--- config.mk ---
export PLATFORM = sky130hd
export DESIGN_NAME = flash_bank_seq
export DESIGN_NICKNAME = d
export VERILOG_FILES = /design/src/rtl/flash_seq_pkg.sv /design/src/rtl/flash_seq_dp.sv /design/src/rtl/flash_seq_ctrl.sv /design/src/rtl/flash_bank_seq.sv
export SDC_FILE = /design/constraint.sdc
export NUM_CORES = 1
export LEC_CHECK = 0
export BUFFER_PORTS_ARGS = -buffer_cell sky130_fd_sc_hd__buf_2
export CELL_PAD_IN_SITES_DETAIL_PLACEMENT = 1
export CELL_PAD_IN_SITES_GLOBAL_PLACEMENT = 1
export CORE_MARGIN = 2
export CORE_UTILIZATION = 38
export CTS_CLUSTER_DIAMETER = 60
export DETAILED_ROUTE_END_ITERATION = 8
export PLACE_DENSITY_LB_ADDON = 0.08
export SLEW_MARGIN = 5
export SYNTH_ARGS = -nofsm -noshare
export SYNTH_HDL_FRONTEND = slang
export SYNTH_SLANG_ARGS = --single-unit
--- constraint.sdc ---
create_clock -name clk -period 3.4 [get_ports clk]
set_input_delay 1.02 -clock clk [delete_from_list [all_inputs] [get_ports clk]]
set_output_delay 1.02 -clock clk [all_outputs]
set_load 0.02 [all_outputs]
--- src/rtl/flash_seq_pkg.sv ---
package flash_seq_pkg;

  localparam logic [7:0] CMD_ERASE_ARM  = 8'h20;
  localparam logic [7:0] CMD_ERASE_GO   = 8'hD0;
  localparam logic [7:0] CMD_BYTE_ARM   = 8'h40;
  localparam logic [7:0] CMD_STAT_CLEAR = 8'h50;
  localparam logic [7:0] CMD_STAT_QUERY = 8'h70;
  localparam logic [7:0] CMD_ARRAY_MODE = 8'hFF;
  localparam logic [7:0] STAT_READY_BIT = 8'h80;
  localparam logic [7:0] STAT_FAULT_MSK = 8'h38;
  localparam logic [7:0] BLANK_BYTE     = 8'hFF;

  typedef enum logic [2:0] {
    ERR_NONE      = 3'd0,
    ERR_ERASE_TMO = 3'd1,
    ERR_PROG_TMO  = 3'd2,
    ERR_STATUS    = 3'd3,
    ERR_BLANK     = 3'd4
  } errCodeT;

  // strobes from control to datapath
  typedef struct packed {
    logic bankLoad;
    logic ofsClr;
    logic ofsInc;
    logic pollClr;
    logic pollInc;
    logic gapClr;
    logic gapInc;
    logic byteLoad;
    logic flWr;
    logic flRd;
    logic atOffset;  // address = bank base + offset, else bank base
    logic cmdSel;    // write data = command byte, else host byte
  } seqStrobeT;

endpackage

--- src/rtl/flash_seq_dp.sv ---
module flash_seq_dp
  import flash_seq_pkg::*;
#(
  parameter int BANK_W     = 2,
  parameter int OFS_W      = 13,
  parameter int POLL_LIMIT = 1000000,
  parameter int GAP_CYCLES = 100
) (
  input  logic                    clk,
  input  logic                    rstN,
  input  seqStrobeT               stb,
  input  logic [7:0]              cmdByte,
  input  logic [BANK_W-1:0]       bankIn,
  input  logic [7:0]              dataIn,
  output logic [BANK_W+OFS_W-1:0] flAddr,
  output logic [7:0]              flWdata,
  output logic                    flWe,
  output logic                    flRe,
  output logic                    ofsLast,
  output logic                    pollLast,
  output logic                    gapDone
);

  localparam int POLL_W = (POLL_LIMIT > 1) ? $clog2(POLL_LIMIT) : 1;
  localparam int GAP_W  = $clog2(GAP_CYCLES + 1);

  logic [BANK_W-1:0] bankReg;
  logic [OFS_W-1:0]  ofs;
  logic [POLL_W-1:0] pollCnt;
  logic [GAP_W-1:0]  gapCnt;
  logic [7:0]        byteReg;

  always_ff @(posedge clk or negedge rstN) begin
    if (!rstN) begin
      bankReg <= '0;
      ofs     <= '0;
      pollCnt <= '0;
      gapCnt  <= '0;
      byteReg <= '0;
    end else begin
      if (stb.bankLoad) bankReg <= bankIn;
      if (stb.ofsClr)       ofs <= '0;
      else if (stb.ofsInc)  ofs <= ofs + 1'b1;
      if (stb.pollClr)      pollCnt <= '0;
      else if (stb.pollInc) pollCnt <= pollCnt + 1'b1;
      if (stb.gapClr)       gapCnt <= '0;
      else if (stb.gapInc)  gapCnt <= gapCnt + 1'b1;
      if (stb.byteLoad) byteReg <= dataIn;
    end
  end

  assign ofsLast  = &ofs;
  assign pollLast = (pollCnt == POLL_W'(POLL_LIMIT - 1));
  assign gapDone  = (gapCnt == GAP_W'(GAP_CYCLES - 1));

  assign flAddr  = {bankReg, (stb.atOffset ? ofs : {OFS_W{1'b0}})};
  assign flWdata = stb.cmdSel ? cmdByte : byteReg;
  assign flWe    = stb.flWr;
  assign flRe    = stb.flRd;

endmodule

--- src/rtl/flash_seq_ctrl.sv ---
module flash_seq_ctrl
  import flash_seq_pkg::*;
(
  input  logic       clk,
  input  logic       rstN,
  input  logic       startErase,
  input  logic       startProgram,
  input  logic       dataValid,
  input  logic [7:0] flRdata,
  input  logic       ofsLast,
  input  logic       pollLast,
  input  logic       gapDone,
  output seqStrobeT  stb,
  output logic [7:0] cmdByte,
  output logic       dataReady,
  output logic       busy,
  output logic       done,
  output logic       err,
  output logic [2:0] errCode
);

  typedef enum logic [3:0] {
    S_IDLE, S_EARM, S_EGO, S_PQUERY, S_PREAD, S_PEVAL, S_CLEAR, S_ARRAY,
    S_BREAD, S_BEVAL, S_FETCH, S_WARM, S_WGAP, S_WDATA
  } stateT;

  stateT   st;
  errCodeT errPend;
  logic    progPend, inProg;

  wire statReady = |(flRdata & STAT_READY_BIT);
  wire statFault = |(flRdata & STAT_FAULT_MSK);
  wire isBlank   = (flRdata == BLANK_BYTE);
  wire anyStart  = startErase | startProgram;

  always_comb begin
    stb       = '0;
    cmdByte   = 8'h00;
    dataReady = 1'b0;
    unique case (st)
      S_IDLE:   if (anyStart) begin stb.bankLoad = 1'b1; stb.ofsClr = 1'b1; end
      S_EARM:   begin stb.flWr = 1'b1; stb.cmdSel = 1'b1; cmdByte = CMD_ERASE_ARM; end
      S_EGO:    begin stb.flWr = 1'b1; stb.cmdSel = 1'b1; cmdByte = CMD_ERASE_GO;
                      stb.pollClr = 1'b1; end
      S_PQUERY: begin stb.flWr = 1'b1; stb.cmdSel = 1'b1; cmdByte = CMD_STAT_QUERY; end
      S_PREAD:  stb.flRd = 1'b1;
      S_PEVAL:  stb.pollInc = !statReady && !pollLast;
      S_CLEAR:  begin stb.flWr = 1'b1; stb.cmdSel = 1'b1; cmdByte = CMD_STAT_CLEAR; end
      S_ARRAY:  begin
        stb.flWr = 1'b1; stb.cmdSel = 1'b1; cmdByte = CMD_ARRAY_MODE;
        stb.ofsClr = (errPend == ERR_NONE) && !inProg;
        stb.ofsInc = (errPend == ERR_NONE) && inProg && !ofsLast;
      end
      S_BREAD:  begin stb.flRd = 1'b1; stb.atOffset = 1'b1; end
      S_BEVAL:  begin stb.ofsInc = isBlank && !ofsLast; stb.ofsClr = isBlank && ofsLast; end
      S_FETCH:  begin dataReady = 1'b1; stb.byteLoad = dataValid; end
      S_WARM:   begin stb.flWr = 1'b1; stb.cmdSel = 1'b1; stb.atOffset = 1'b1;
                      cmdByte = CMD_BYTE_ARM; stb.gapClr = 1'b1; end
      S_WGAP:   stb.gapInc = 1'b1;
      S_WDATA:  begin stb.flWr = 1'b1; stb.atOffset = 1'b1; stb.pollClr = 1'b1; end
      default:  ;
    endcase
  end

  always_ff @(posedge clk or negedge rstN) begin
    if (!rstN) begin
      st       <= S_IDLE;
      errPend  <= ERR_NONE;
      progPend <= 1'b0;
      inProg   <= 1'b0;
      busy     <= 1'b0;
      done     <= 1'b0;
      err      <= 1'b0;
      errCode  <= 3'd0;
    end else begin
      unique case (st)
        S_IDLE: if (anyStart) begin
          busy     <= 1'b1;
          done     <= 1'b0;
          err      <= 1'b0;
          errCode  <= 3'd0;
          errPend  <= ERR_NONE;
          progPend <= startProgram;
          inProg   <= !startErase;
          st       <= startErase ? S_EARM : S_FETCH;
        end
        S_EARM:   st <= S_EGO;
        S_EGO:    st <= S_PQUERY;
        S_PQUERY: st <= S_PREAD;
        S_PREAD:  st <= S_PEVAL;
        S_PEVAL:
          if (statReady) begin
            if (statFault) errPend <= ERR_STATUS;
            st <= S_CLEAR;
          end else if (pollLast) begin
            errPend <= inProg ? ERR_PROG_TMO : ERR_ERASE_TMO;
            st <= S_CLEAR;
          end else st <= S_PQUERY;
        S_CLEAR:  st <= S_ARRAY;
        S_ARRAY:
          if (errPend != ERR_NONE) begin
            st <= S_IDLE; busy <= 1'b0; done <= 1'b1; err <= 1'b1; errCode <= errPend;
          end else if (!inProg) st <= S_BREAD;
          else if (ofsLast) begin
            st <= S_IDLE; busy <= 1'b0; done <= 1'b1;
          end else st <= S_FETCH;
        S_BREAD:  st <= S_BEVAL;
        S_BEVAL:
          if (!isBlank) begin
            st <= S_IDLE; busy <= 1'b0; done <= 1'b1; err <= 1'b1; errCode <= ERR_BLANK;
          end else if (!ofsLast) st <= S_BREAD;
          else if (progPend) begin
            inProg <= 1'b1; st <= S_FETCH;
          end else begin
            st <= S_IDLE; busy <= 1'b0; done <= 1'b1;
          end
        S_FETCH:  if (dataValid) st <= S_WARM;
        S_WARM:   st <= S_WGAP;
        S_WGAP:   if (gapDone) st <= S_WDATA;
        S_WDATA:  st <= S_PQUERY;
        default:  st <= S_IDLE;
      endcase
    end
  end

endmodule

--- src/rtl/flash_bank_seq.sv ---
module flash_bank_seq
  import flash_seq_pkg::*;
#(
  parameter int BANK_BYTES = 8192,
  parameter int BANK_W     = 2,
  parameter int CLK_MHZ    = 100,
  parameter int POLL_LIMIT = 1000000
) (
  input  logic                                  clk,
  input  logic                                  rstN,
  input  logic                                  startErase,
  input  logic                                  startProgram,
  input  logic [BANK_W-1:0]                     bankSel,
  input  logic [7:0]                            dataIn,
  input  logic                                  dataValid,
  output logic                                  dataReady,
  output logic                                  busy,
  output logic                                  done,
  output logic                                  err,
  output logic [2:0]                            errCode,
  output logic [BANK_W+$clog2(BANK_BYTES)-1:0]  flAddr,
  output logic [7:0]                            flWdata,
  input  logic [7:0]                            flRdata,
  output logic                                  flWe,
  output logic                                  flRe
);

  localparam int OFS_W      = $clog2(BANK_BYTES);
  localparam int GAP_CYCLES = (CLK_MHZ < 1) ? 1 : CLK_MHZ;  // one microsecond

  seqStrobeT  stb;
  logic [7:0] cmdByte;
  logic       ofsLast, pollLast, gapDone;

  flash_seq_ctrl u_ctrl (
    .clk(clk), .rstN(rstN), .startErase(startErase), .startProgram(startProgram),
    .dataValid(dataValid), .flRdata(flRdata), .ofsLast(ofsLast), .pollLast(pollLast),
    .gapDone(gapDone), .stb(stb), .cmdByte(cmdByte), .dataReady(dataReady),
    .busy(busy), .done(done), .err(err), .errCode(errCode)
  );

  flash_seq_dp #(
    .BANK_W(BANK_W), .OFS_W(OFS_W), .POLL_LIMIT(POLL_LIMIT), .GAP_CYCLES(GAP_CYCLES)
  ) u_dp (
    .clk(clk), .rstN(rstN), .stb(stb), .cmdByte(cmdByte), .bankIn(bankSel),
    .dataIn(dataIn), .flAddr(flAddr), .flWdata(flWdata), .flWe(flWe), .flRe(flRe),
    .ofsLast(ofsLast), .pollLast(pollLast), .gapDone(gapDone)
  );

endmodule

==> results of run 1 <==
==> layout make-up <==
| cell class | count | area (sq um) | area share [%] |
|---|---|---|---|
| Multi-Input combinational cell | 301 | 1950 | 45.2 |
| Sequential cell | 64 | 1600 | 37.1 |
| Timing Repair Buffer | 65 | 353 | 8.17 |
| Tap cell | 129 | 161 | 3.74 |
| Clock buffer | 11 | 141 | 3.27 |
| Clock inverter | 5 | 80.1 | 1.85 |
| Inverter | 8 | 30.0 | 0.695 |
==> power groups by stage <==
| stage | clock network (mW) | registers [mW] | logic (mW) |
|---|---|---|---|
| after floorplan | 0 | 1.09 | 0.823 |
| after global placement | 0 | 1.08 | 1.21 |
| after detailed placement | 0 | 1.09 | 1.23 |
| after CTS | 0.757 | 1.08 | 1.24 |
| after global routing | 0.788 | 1.11 | 1.38 |
| final | 0.735 | 1.08 | 1.23 |
==> repair_timing <==
| item | in CTS | in global routing |
|---|---|---|
| endpoints found under the setup margin | 0 | 17 |
| resized for setup | 0 | 2 |
| hold buffers | 0 | 0 |
| endpoints found under the hold margin | 0 | 0 |
==> flip-flops by register name, indices dropped and copies added (netlist names) <==
signal and count:
u_ctrl.err 1, u_ctrl.busy 1, u_dp.pollCnt 20, u_dp.ofs 13, u_ctrl.inProg 1, u_ctrl.errPend 2, u_dp.gapCnt 7, u_ctrl.progPend 1
u_dp.bankReg 2, u_ctrl.done 1, u_ctrl.errCode 3, u_dp.byteReg 8, u_ctrl.st 4
==> cells in the final DEF, fill, tap and decap left out, types with 3 or more instances in the layout <==
cell type  count
dfrtp_1       64
buf_2         54
nand2_1       45
nor2_1        41
o21ai_0       17
a21oi_1       15
nand3_1       14
and2_1        13
xor2_1        13
nand4_1       12
xnor2_1       11
buf_4         11
o211ai_1      10
clkbuf_8      10
inv_1          8
mux2_2         8
o21a_1         6
and3_1         6
a211oi_2       6
nor4_1         6
or3_1          6
or4_1          5
nand2b_1       4
a22o_1         4
nor3_1         4
nor2b_1        3
o22ai_1        3
or2_2          3
ha_1           3
==> worst max-delay path, cell delays in order (launching register included) <==
cell	delay, ps
dfrtp_1	540
inv_1	180
o21ai_0	330
a21boi_1	370
o21a_1	180
buf_2	160
==> final timing paths <==
path                            cells past startpoint                end  slack (ps)              from
max in group asynchronous                           2     u_dp.gapCnt[1]        2070              rstN
worst min register to register                      2        u_ctrl.done         480       u_ctrl.done
min in group asynchronous                           1  u_ctrl.errCode[1]         620              rstN
worst max register to register                      5  u_ctrl.errPend[1]         810  u_dp.pollCnt[15]
worst min-delay path                                2        u_ctrl.done         480       u_ctrl.done
worst max-delay path                                5         flWdata[2]         290      u_ctrl.st[3]
==> metrics by stage <==
step	setup WS [ps]	power, mW	instances
CTS	114	3.08	583
floorplan	659	1.91	389
finish	295	3.04	583
detailed placement	491	2.33	567
global placement	615	2.29	567
global route	45.0	3.28	583
==> layer usage <==
| metal | GRT usage [%] | vias to the layer above | wire length [um] |
|---|---|---|---|
| met2 | 31.0 | 62 | 4320 |
| met4 | 6.77 | 0 | 96 |
| met3 | 3.28 | 7 | 372 |
| met1 | 27.4 | 1535 | 4650 |
| met5 | 0 | - | 0 |
| li1 | - | 1533 | - |
==> kinds of logic (layout without fill, tap and decap cells) <==
group	after synthesis	count (layout)	share of synthesized area, %
XOR/XNOR	24	24	5.76
AND/OR/NAND/NOR	175	175	25.8
buffers and inverters	24	89	2.84
AO/OA/AOI/OAI	87	87	17.1
multiplexers	12	12	3.63
flip-flops	64	64	43.9
adder cells (fa/ha/maj)	3	3	1.03
==> run_results.csv, run 1 <==
group,metric,value,unit
status,status,"complete, no violations",
routing,wl_per_cell,16.2,um
cells_and_area,fillers,1128,
cells_and_area,fin_util,46.5,%
floorplan,io_pins,55,
cells_and_area,syn_to_final_growth,18.3,%
sta,period_needed,3110,ps
synth,ys_async_sr_fraction,100,%
pwr,netSwitchingPower,1.21,mW
sta,max_slew.worst_pin.slew,1100,ps
global_route,grt_usage,19.6,%
placed_design,dpl_cell_area,4090,sq um
pwr,internal_power,1.82,mW
clock_tree,cts_tree,"built",
floorplan,fp.dieW,102,um
synth,yosys.area.top_type_share,43.9,%
floorplan,coreArea,9280,sq um
sta,relSlewSlack,26.7,%
pwr,p_sw_share,40.0,%
placed_design,gp_congestion,0.813,
sta,finalClockSkew,12.5,ps
worst_setup_path,worstPathArrival,2090,ps
routing,drt-total-wl,9440,um
routing,vias,3137,
cells_and_area,drive_gt1_share,24.0,%
worst_setup_path,crit_path_start_kind,"flip-flop",
sta,rsz0062_at_grt,"false",
synth,ys_ff_latch,64,
synth,synth_cell_types,60,
sta,timing.final.max_slew_violations,0,
synth,synth_edf_count,0,
synth,synthFlopType,"dfrtp_1",
global_route,grt_max_degree,25,
sta,finalCritPeriodShare,91.3,%
global_route,grt_overflow_total,0,
pwr,p_comb_share,40.3,%
routing,drt_pre_antenna_iters,4,
global_route,grt_pass1_vias,3225,
synth,synthTopCellsByArea,"dfrtp_1 44%, nand2_1 4.6%, nor2_1 4.2%, xor2_1 3.1%, xnor2_1 2.6%",
cells_and_area,design_area,4320,sq um
synth,seq_area_frac_synth,43.9,%
worst_hold_path,min_path_type,"flip-flop to flip-flop",
pwr,peakVddDrop,489,uV
floorplan,design.die.area,10400,sq um
synth,syn_nets,415,
pwr,power.share.clock,24.2,%
pwr,pwr-share-seq,35.4,%
sta,setup_viol,0,
clock_tree,clk_latency,340,ps
pwr,power.density,703,nW/um^2
clock_tree,post-cts-setup-buffers,0,
cells_and_area,antenna_cells,0,
clock_tree,cts_buffer_depth,2,
worst_setup_path,cp-end-kind,"output pin",
routing,ant_nets,0,
global_route,antenna_found_initial,0,
sta,fmax,0.322,GHz
floorplan,start_util,39.3,%
routing,drt_iter0_markers,104,
clock_tree,cts.sinks,64,
pwr,p_leak,1.95,nW
synth,yosys.area.top_type,"dfrtp_1",
cells_and_area,nets,475,
clock_tree,cts_buffers,9,
placed_design,io_buffers,54,
sta,hold_violations,0,
flow_run,drv_cap,0,
placed_design,hpwl,7010,um
worst_setup_path,critPathMaxFanout,11,
sta,hold_ws,475,ps
synth,yosysWarnings,0,
routing,drc,0,
synth,syn_inst,389,
sta,fin_setup_tns,0,ps
clock_tree,cts_root_buffer,"clkbuf_8",
routing,avgViaCountPerCell,5.38,
floorplan,fp.dieH,102,um
synth,yosysMostFrequentCell,"dfrtp_1",
synth,syn-cell-area,3650,sq um
synth,syn_area_per_cell,9.39,sq um
global_route,grt_pass1_wl,16000,um
worst_setup_path,required,2380,ps
floorplan,rows,35,
worst_setup_path,critPathKind,"flip-flop to output pin",
clock_tree,clk_pin_slew,60,ps
synth,synthTopCellsByCount,"64 x dfrtp_1, 45 x nand2_1, 41 x nor2_1, 17 x o21ai_0, 15 x a21oi_1",
clock_tree,htree_levels,3,
No activity file was read; power rests on OpenSTA's default activity.
==> run 2, diff against run 1 <==
==> constraint.sdc (replaced) <==
create_clock -name clk -period 2.72 [get_ports clk]
set_input_delay 0.816 -clock clk [delete_from_list [all_inputs] [get_ports clk]]
set_output_delay 0.816 -clock clk [all_outputs]
set_load 0.02 [all_outputs]
==> run 2 against run 1 <==
Compared with the run above: flip-flop and latch count unchanged; register-to-register slack worse by 390 ps; non-clock buffer count up 8; critical path depth unchanged; wire length up 1.2%; clock skew down 3.0 ps; largest power group unchanged; cell area up 2.5%; die area unchanged; largest cell class unchanged; sequential power up 24%; first-iteration DRC count up 45%.
==> run_results.csv, run 2 (synthesis gave the netlist of run 1 again) <==
group,metric,value,unit
status,status,"complete, no violations",
routing,drc,0,
worst_setup_path,required,1900,ps
worst_setup_path,reg2reg_from,"u_ctrl.st[1]",
flow_run,drv_cap,0,
pwr,p_leak,1.98,nW
worst_setup_path,critical_path_buf_inv_count,1,
clock_tree,cts.sinks,64,
floorplan,fp.dieH,102,um
pwr,power.density,882,nW/um^2
cells_and_area,design_area,4430,sq um
worst_setup_path,worstReg2RegEnd,"u_dp.pollCnt[18]",
cells_and_area,syn_to_final_growth,21.3,%
cells_and_area,final_common_cell,"dfrtp_1",
global_route,grt_max_degree,65,
global_route,grt_overflow_total,0,
sta,max_slew.worst_pin.slew,523,ps
worst_setup_path,critPathSlowestCell,"dfrtp_2",
sta,fmax,0.377,GHz
floorplan,coreArea,9280,sq um
placed_design,gp_congestion,0.788,
worst_setup_path,cp-end-kind,"output pin",
placed_design,dpl_cell_area,4170,sq um
routing,drt-total-wl,9560,um
clock_tree,htree_levels,3,
global_route,grt_pass1_vias,3125,
worst_setup_path,setup.worst_path.start,"u_ctrl.st[1]",
worst_setup_path,r2r_slack,420,ps
worst_hold_path,min_path_type,"primary input to asynchronous set/reset pin",
worst_setup_path,crit_chain,"nor2_1, o21ai_1, a31oi_4, and2_1, buf_2",
worst_setup_path,worstPathArrival,1840,ps
routing,vias,3209,
worst_setup_path,path_depth,5,
worst_setup_path,crit_path_end,"flAddr[0]",
routing,ant_nets,0,
global_route,antenna_found_initial,0,
sta,setup_viol,0,
clock_tree,post-cts-setup-buffers,0,
cells_and_area,drive_gt1_share,27.2,%
routing,avgViaCountPerCell,5.42,
cells_and_area,antenna_cells,0,
worst_setup_path,max_stage_delay,460,ps
sta,finalCritPeriodShare,97.5,%
floorplan,design.die.area,10400,sq um
clock_tree,clk_pin_slew,80,ps
sta,rsz0062_at_grt,"true",
routing,drt_pre_antenna_iters,7,
clock_tree,cts_buffers,9,
sta,fin_setup_tns,0,ps
sta,fin_ws,68.1,ps
sta,relSlewSlack,64.9,%
floorplan,rows,35,
pwr,peakVddDrop,811,uV
worst_setup_path,path_delay_family,"compound AO/OA/AOI/OAI gates",
sta,period_needed,2650,ps
global_route,grt_usage,19.1,%
clock_tree,cts_root_buffer,"clkbuf_8",
placed_design,preCtsSetupSlack,78.1,ps
sta,finalClockSkew,9.50,ps
cells_and_area,most-common-layout-cells,"61 x dfrtp_1, 54 x buf_2, 45 x nand2_1",
sta,timing.final.max_slew_violations,0,
clock_tree,cts_tree,"built",
clock_tree,cts_buffer_depth,2,
routing,drt_iter0_markers,151,
cells_and_area,largestRegisters,"u_dp.pollCnt (20), u_dp.ofs (13), u_dp.byteReg (8)",
placed_design,hpwl,6710,um
floorplan,fp.dieW,102,um
worst_setup_path,critPathMaxFanout,8,
sta,hold_violations,0,
floorplan,io_pins,55,
cells_and_area,nets,484,
routing,wl_per_cell,16.1,um
worst_setup_path,worstRegToRegCells,6,
worst_setup_path,crit_path_start_kind,"flip-flop",
worst_setup_path,critPathKind,"flip-flop to output pin",
clock_tree,clk_latency,350,ps
cells_and_area,largest_reg_flops,20,
cells_and_area,top_register,"u_dp.pollCnt",
global_route,grt_pass1_wl,15600,um
floorplan,start_util,39.3,%
placed_design,io_buffers,54,
-- run 2: cell types whose count changed in the layout (fill, tap and decap cells not counted), moves of 2 or more --
cell / previous run / this run
buf_4: 11 / 17
o21ai_0: 17 / 15
dfrtp_1: 64 / 61
dfrtp_2: 0 / 3
o21ai_1: 2 / 4
clkinvlp_4: 2 / 4
a31oi_4: 0 / 2
-- run 2: layer usage --
layer	part of all wire, %	track usage, %
met5	0	0
met3	4.7	3.76
met4	1.7	7.08
met1	50	27.2
met2	43	28.9
-- run 2: stage by stage --
stage	power, mW	util, %	cells	hold WS, ps
2_1_floorplan	2.39	-	389	473
3_3_place_gp	2.93	44.9	575	453
3_5_place_dp	2.97	44.9	575	460
4_1_cts	3.89	47.3	591	477
5_1_grt	4.20	47.7	592	484
6_report	3.91	47.7	592	467
-- run 2: final cells by class --
| type | count | area [sq um] |
|---|---|---|
| Clock buffer | 10 | 138 |
| Clock inverter | 6 | 68.8 |
| Fill cell | 1125 | 4850 |
| Inverter | 8 | 30.0 |
| Multi-Input combinational cell | 302 | 2000 |
| Sequential cell | 64 | 1610 |
| Tap cell | 129 | 161 |
| Timing Repair Buffer | 73 | 429 |
-- run 2: how the worst min path moves through the flow --
stage | startpoint | end | slack, ps
after floorplan | u_dp.pollCnt[4] | u_dp.pollCnt[4] | 470
after global placement | u_dp.bankReg[0] | u_dp.bankReg[0] | 450
after detailed placement | u_ctrl.done | u_ctrl.done | 460
after CTS | rstN | u_dp.pollCnt[2] | 480
after global routing | rstN | u_dp.pollCnt[2] | 480
final | rstN | u_dp.pollCnt[2] | 470
-- run 2: what timing repair did --
action | in CTS | in global routing
setup endpoints to repair | 19 | 19
pin swaps | 0 | 0
gates resized for setup | 7 | 8
cloned | 0 | 1
hold buffers | 0 | 0
-- run 2: where the power goes --
part           leakage (nW)  internal (mW)  total [mW]  switching (mW)
Clock                0.0907          0.449       0.858           0.409
Sequential            0.858           1.16        1.34           0.184
Combinational          1.03          0.676        1.71            1.03
